`src/rtl/iq_stream_pkg.sv`:
```
package iq_stream_pkg;
   // Frame length for a given word width: two words per complex sample.
   function automatic int frame_bits(input int word_w);
      return 2 * word_w;
   endfunction

   // Counter width able to index every bit of a frame.
   function automatic int cnt_bits(input int word_w);
      return (frame_bits(word_w) > 1) ? $clog2(frame_bits(word_w)) : 1;
   endfunction
endpackage

```
`src/rtl/iq_word_order.sv`:
```
module iq_word_order #(
   parameter int WORD_W = 16
) (
   input  logic [WORD_W-1:0] word_in,
   input  logic              rev,
   output logic [WORD_W-1:0] word_out
);
   logic [WORD_W-1:0] flipped;

   for (genvar g = 0; g < WORD_W; g++) begin : g_flip
      assign flipped[g] = word_in[WORD_W-1-g];
   end

   assign word_out = rev ? flipped : word_in;
endmodule

```
`src/rtl/iq_frame_counter.sv`:
```
module iq_frame_counter #(
   parameter int FRAME = 32,
   parameter int CW    = 5
) (
   input  logic          clk,
   input  logic          rst,
   input  logic          load,
   output logic          active,
   output logic          last,
   output logic [CW-1:0] cnt
);
   localparam logic [CW-1:0] LAST_IDX = CW'(FRAME - 1);

   assign last = active && (cnt == LAST_IDX);

   always_ff @(posedge clk) begin
      if (rst) begin
         active <= 1'b0;
         cnt    <= '0;
      end else if (load) begin
         active <= 1'b1;
         cnt    <= '0;
      end else if (last) begin
         active <= 1'b0;
         cnt    <= '0;
      end else if (active) begin
         cnt    <= cnt + 1'b1;
      end
   end
endmodule

```
`src/rtl/iq_frame_shifter.sv`:
```
module iq_frame_shifter #(
   parameter int FRAME = 32
) (
   input  logic             clk,
   input  logic             rst,
   input  logic             load,
   input  logic             advance,
   input  logic [FRAME-1:0] frame_in,
   output logic             bit_out,
   output logic             strobe
);
   logic [FRAME-1:0] sh;

   always_ff @(posedge clk) begin
      if (rst) begin
         sh     <= '0;
         strobe <= 1'b0;
      end else if (load) begin
         sh     <= frame_in;
         strobe <= 1'b1;
      end else begin
         sh     <= advance ? (sh << 1) : '0;
         strobe <= 1'b0;
      end
   end

   assign bit_out = sh[FRAME-1];
endmodule

```
`src/rtl/iq_serial_streamer.sv`:
```
module iq_serial_streamer
   import iq_stream_pkg::*;
#(
   parameter int WORD_W = 16
) (
   input  logic              clk,
   input  logic              rst,
   input  logic              cfg_q_first,
   input  logic              cfg_lsb_first,
   input  logic              smp_valid,
   output logic              smp_ready,
   input  logic [WORD_W-1:0] smp_i,
   input  logic [WORD_W-1:0] smp_q,
   output logic              ser_clk,
   output logic              ser_strobe,
   output logic              ser_data
);
   localparam int FRAME_LEN = frame_bits(WORD_W);
   localparam int CNT_W     = cnt_bits(WORD_W);

   if (WORD_W < 2) begin : g_bad_width
      $error("iq_serial_streamer: WORD_W must be at least 2");
   end

   logic              active;
   logic              last;
   logic [CNT_W-1:0]  cnt;
   logic              load;
   logic [WORD_W-1:0] lead_w, trail_w, lead_o, trail_o;

   assign smp_ready = !active || last;
   assign load      = smp_valid && smp_ready;
   assign ser_clk   = clk;

   assign lead_w  = cfg_q_first ? smp_q : smp_i;
   assign trail_w = cfg_q_first ? smp_i : smp_q;

   iq_word_order #(.WORD_W(WORD_W)) u_lead (
      .word_in(lead_w), .rev(cfg_lsb_first), .word_out(lead_o));
   iq_word_order #(.WORD_W(WORD_W)) u_trail (
      .word_in(trail_w), .rev(cfg_lsb_first), .word_out(trail_o));

   iq_frame_counter #(.FRAME(FRAME_LEN), .CW(CNT_W)) u_cnt (
      .clk(clk), .rst(rst), .load(load),
      .active(active), .last(last), .cnt(cnt));

   iq_frame_shifter #(.FRAME(FRAME_LEN)) u_shift (
      .clk(clk), .rst(rst), .load(load),
      .advance(active && !last),
      .frame_in({lead_o, trail_o}),
      .bit_out(ser_data), .strobe(ser_strobe));
endmodule

```
`config.mk`:
```
export PLATFORM = sky130hd
export DESIGN_NAME = iq_serial_streamer
export DESIGN_NICKNAME = d
export VERILOG_FILES = /design/src/rtl/iq_stream_pkg.sv /design/src/rtl/iq_word_order.sv /design/src/rtl/iq_frame_counter.sv /design/src/rtl/iq_frame_shifter.sv /design/src/rtl/iq_serial_streamer.sv
export SDC_FILE = /design/constraint.sdc
export NUM_CORES = 1
export LEC_CHECK = 0
export BUFFER_PORTS_ARGS = -buffer_cell sky130_fd_sc_hd__buf_2
export CORE_MARGIN = 4
export CORE_UTILIZATION = 45
export CTS_CLUSTER_DIAMETER = 100
export DETAILED_ROUTE_END_ITERATION = 8
export HOLD_SLACK_MARGIN = 0.1
export PLACE_DENSITY = 0.76
export SETUP_SLACK_MARGIN = 0.05
export SYNTH_ARGS = -nofsm -noshare
export SYNTH_HDL_FRONTEND = slang
export SYNTH_SLANG_ARGS = --single-unit
export TNS_END_PERCENT = 10
```
`constraint.sdc`:
```
create_clock -name clk -period 3.5 [get_ports clk]
set_clock_uncertainty 0.2 [all_clocks]
set_input_delay 0.7 -clock clk [delete_from_list [all_inputs] [get_ports clk]]
set_output_delay 0.7 -clock clk [all_outputs]
set_load 0.02 [all_outputs]
```
# [After elaboration in Yosys (flattened, before gate mapping)]
# Cells that the tools add are included.
[totals] regBits=39 in_bits=37 out_inout_bits=4 word_cells=23
[classes] add_sub_neg=1 n_eq_ne=1 mux=9 reduce_logical=8
[op_table] op="16-bit 2-to-1 mux" n=4
[op_table] op="32-bit 2-to-1 mux" n=2
[op_table] op="5-bit by 1-bit adder with 5-bit output, second input constant" n=1
[op_table] op="5-bit == test, second input constant" n=1
[op_table] op="1-bit logical AND" n=3
[op_table] op="1-bit 2-to-1 mux" n=3
[op_table] op="3-bit OR reduction" n=1
[op_table] op="1-bit zero test" n=2
[op_table] op="2-bit nonzero test" n=1
[op_table] op="1-bit logical OR" n=1

# [Depth between registers and ports, before layout]
[depth] depth_word=6 depth_mapped=8 ltp_nobuf=7

# [Hierarchy]
# From an unflattened synthesis, not the netlist that was laid out.
[hier_totals] hier_cells=243 hier_area_um2=2715.1
[by_module_without_submodules] module="iq_frame_shifter" n_inst=1 cells_each=140 area_each_um2=1378.8 seq_area_each_um2=660.6
[by_module_without_submodules] module="iq_serial_streamer" n_inst=1 cells_each=40 area_each_um2=568.0 seq_area_each_um2=0.0
[by_module_without_submodules] module="iq_word_order" n_inst=2 cells_each=18 area_each_um2=249.0 seq_area_each_um2=0.0
[by_module_without_submodules] module="iq_frame_counter" n_inst=1 cells_each=27 area_each_um2=270.3 seq_area_each_um2=120.1

==> metrics.md <==
| Metric | Value |
|---|---|
| Cell area power density | 449 nW/um^2 |
| Hold Crit Endpoint | u_shift.sh[11]$_SDFF_PP0_ |
| RSZ-0062 raised after global routing | no |
| Die Height | 76.2 microns |
| Final wirelength | 4.01 mm |
| Core Area | 4440 sq um |
| First-pass GRT wire length | 6.78 mm |
| Initial DRC Count | 56 |
| Num ports | 41 |
| Largest net degree at the start of global routing | 34 |
| MaxCap Viol Count | 0 |
| CTS tree | done |
| Clock power share | 39.3% |
| CP Data Arrival Time | 2.12 ns |
| Final Max Tran Viols | 0 |
| Clock latency on the worst-skew pair | 0.39 ns |
| WL/cell | 17.4 microns |
| Syn_area_per_cell | 14.8 sq um |
| Post-cts resize count | 0 |
| Worst Reg-to-Reg Cells | 8 |
| Mapped Cells | 142 |
| Reg2reg setup slack | 1.42 ns |
| HP Start | u_shift.sh[10]$_SDFF_PP0_ |
| Min-Delay Path Class | flip-flop to flip-flop |
| Most frequent cells in the layout | 40 x buf_2, 39 x dfxtp_1, 31 x mux4_2, 31 x a22o_1, 9 x clkbuf_8 |
| Final setup TNS | 0 ns |
| Area Overhead vs Synth | 12.6% |
| Largest cells by area after synthesis | dfxtp_1 37%, mux4_2 33%, a22o_1 13%, buf_6 2.1%, buf_12 1.9% |
| Crit path required time | 2.60 ns |
| Total grt overflow | 0 |
| Critical path peak fanout | 2 |
| Status | finished clean |
| Max-slew headroom | 39.3% |
| Leakage power | 0.958 nW |
| Switch share | 24.8% |
| First drt pass iteration count | 4 |
| Int Pwr | 0.796 mW |
| Vias per cell | 6.24 |
| Comb pwr share | 15.6% |
| Cts-stage hold buffer count | 0 |
| Crit path capture type | output port |
| Worst hold stages | 1 |
| Clock-pin slew on the worst setup and hold paths | 0.07 ns |
| Endpoints failing setup | 0 |
| Reg2reg end | u_shift.sh[18]$_SDFF_PP0_ |
| Synth warnings | 0 |
| Placed Instance Area | 2230 sq um |
| Rows | 24 |
| Synth Register Bits | 39 |
| Mapped cell area | 2100 sq um |
| Vias in the first global route | 1440 |
| DP Wirelength | 2.81 mm |
| Layout cell share with drive strength beyond 1 | 48.3% |
| Syn nets | 181 |
| Die X | 76.2 microns |
| Post-CTS Setup Repair Bufs | 0 |
| Number of port buffers | 40 |
| Max VDD drop | 0.190 mV |
| Post-route cell area | 2360 sq um |
| Setup Crit Path Kind | clock port to output port |
| Seq/Total Area, Yosys | 37.3% |
| Reported net switching power | 0.262 mW |
| Initial Utilization | 47.2% |
| Commonest non-fill, non-tap cell in the layout | buf_2 |
| Reg power frac | 45.1% |
| R2r startpoint | u_cnt.cnt[0]$_SDFFE_PP0P_ |
| Least-Margin Pin Slew | 0.911 ns |
| Antenna cells | 0 |
| Top cell type's share of synthesized area | 37.3% |
| Final Hold Fails | 0 |
| Final GP Congestion | 0.714 |
| Nets@finish | 217 |
| Worst Setup Start Kind | clock port |
| Via count | 1436 |
| DRC viols | 0 |
| Synth unique cells | 22 |
| Initial antenna violation count | 0 |
| Die area | 5810 sq um |
| GRT Util Overall | 14.7% |
| Final ANT Viol Nets | 0 |
| Cell taking the most area after synthesis | dfxtp_1 |
-- stage by stage --
step	setup slack [ns]	std cells	total power, mW	hold WS (ns)	utilization (%)
global route	0.467	230	1.11	0.257	53.1
finish	0.481	230	1.06	0.248	53.1
floorplan	0.716	142	0.646	0.226	-
detailed placement	0.715	220	0.680	0.236	50.2
global placement	0.715	220	0.670	0.232	50.2
CTS	0.474	230	1.07	0.251	53.1
-- flip-flops by register name (all words and copies together) (netlist names) --
| signal | flops |
|---|---|
| u_shift.sh | 32 |
| u_cnt.cnt | 5 |
| u_cnt.active | 1 |
| u_shift.strobe | 1 |
-- critical path: stages --
cell	delay, ns
clkbuf_8	0.11
clkbuf_8	0.11
buf_2	0.15
-- cell usage after synthesis (all sizes together) --
cell,n
buf,16
and2,1
o21bai,1
nand4,1
nor3b,1
xor2,2
mux4,32
nand2,1
dfxtp,39
nor2b,1
nor2,9
xnor2,1
inv,1
and3,1
mux2i,2
a22o,31
ha,2
-- power groups by stage --
stage | clock network, mW | registers (mW) | logic [mW]
6_report | 0.416 | 0.477 | 0.166
3_3_place_gp | 0.0267 | 0.486 | 0.156
5_1_grt | 0.447 | 0.479 | 0.181
3_5_place_dp | 0.0267 | 0.486 | 0.166
2_1_floorplan | 0.0334 | 0.484 | 0.129
4_1_cts | 0.425 | 0.477 | 0.166
-- cells by family (layout without fill, tap and decap cells) --
| family | after synthesis | count (layout) | synth area share [%] |
|---|---|---|---|
| mux | 34 | 34 | 35.5 |
| flops | 39 | 39 | 37.3 |
| fa+ha+maj | 2 | 2 | 1.19 |
| simple gates | 15 | 15 | 4.36 |
| compound gates | 32 | 32 | 13.3 |
| xor+xnor | 3 | 3 | 1.25 |
| buf+inv | 17 | 53 | 7.10 |
-- how the worst max path moves through the flow --
stage / depth (start not counted) / endpoint / start / slack (ns)
2_1_floorplan: 1 / ser_clk / clk / 0.72
3_3_place_gp: 1 / ser_clk / clk / 0.71
3_5_place_dp: 1 / ser_clk / clk / 0.71
4_1_cts: 3 / ser_clk / clk / 0.47
5_1_grt: 3 / ser_clk / clk / 0.47
6_report: 3 / ser_clk / clk / 0.48
-- metal layers --
metal	track usage (%)	up-vias	part of all wire (%)
li1	-	649	-
met1	18.8	726	43
met2	21.9	51	50
met3	4.85	10	5.1
met4	8.51	0	1.9
met5	0	-	0
-- cell type report --
cell class	count	area, sq um
fill	383	2080
multi-input combinational	86	1170
sequential	39	781
timing repair buffer	41	210
clock inverter	1	5.00
inverter	1	3.75
tap	52	65.1
clock buffer	10	129
Power figures use the tool's default switching activity.
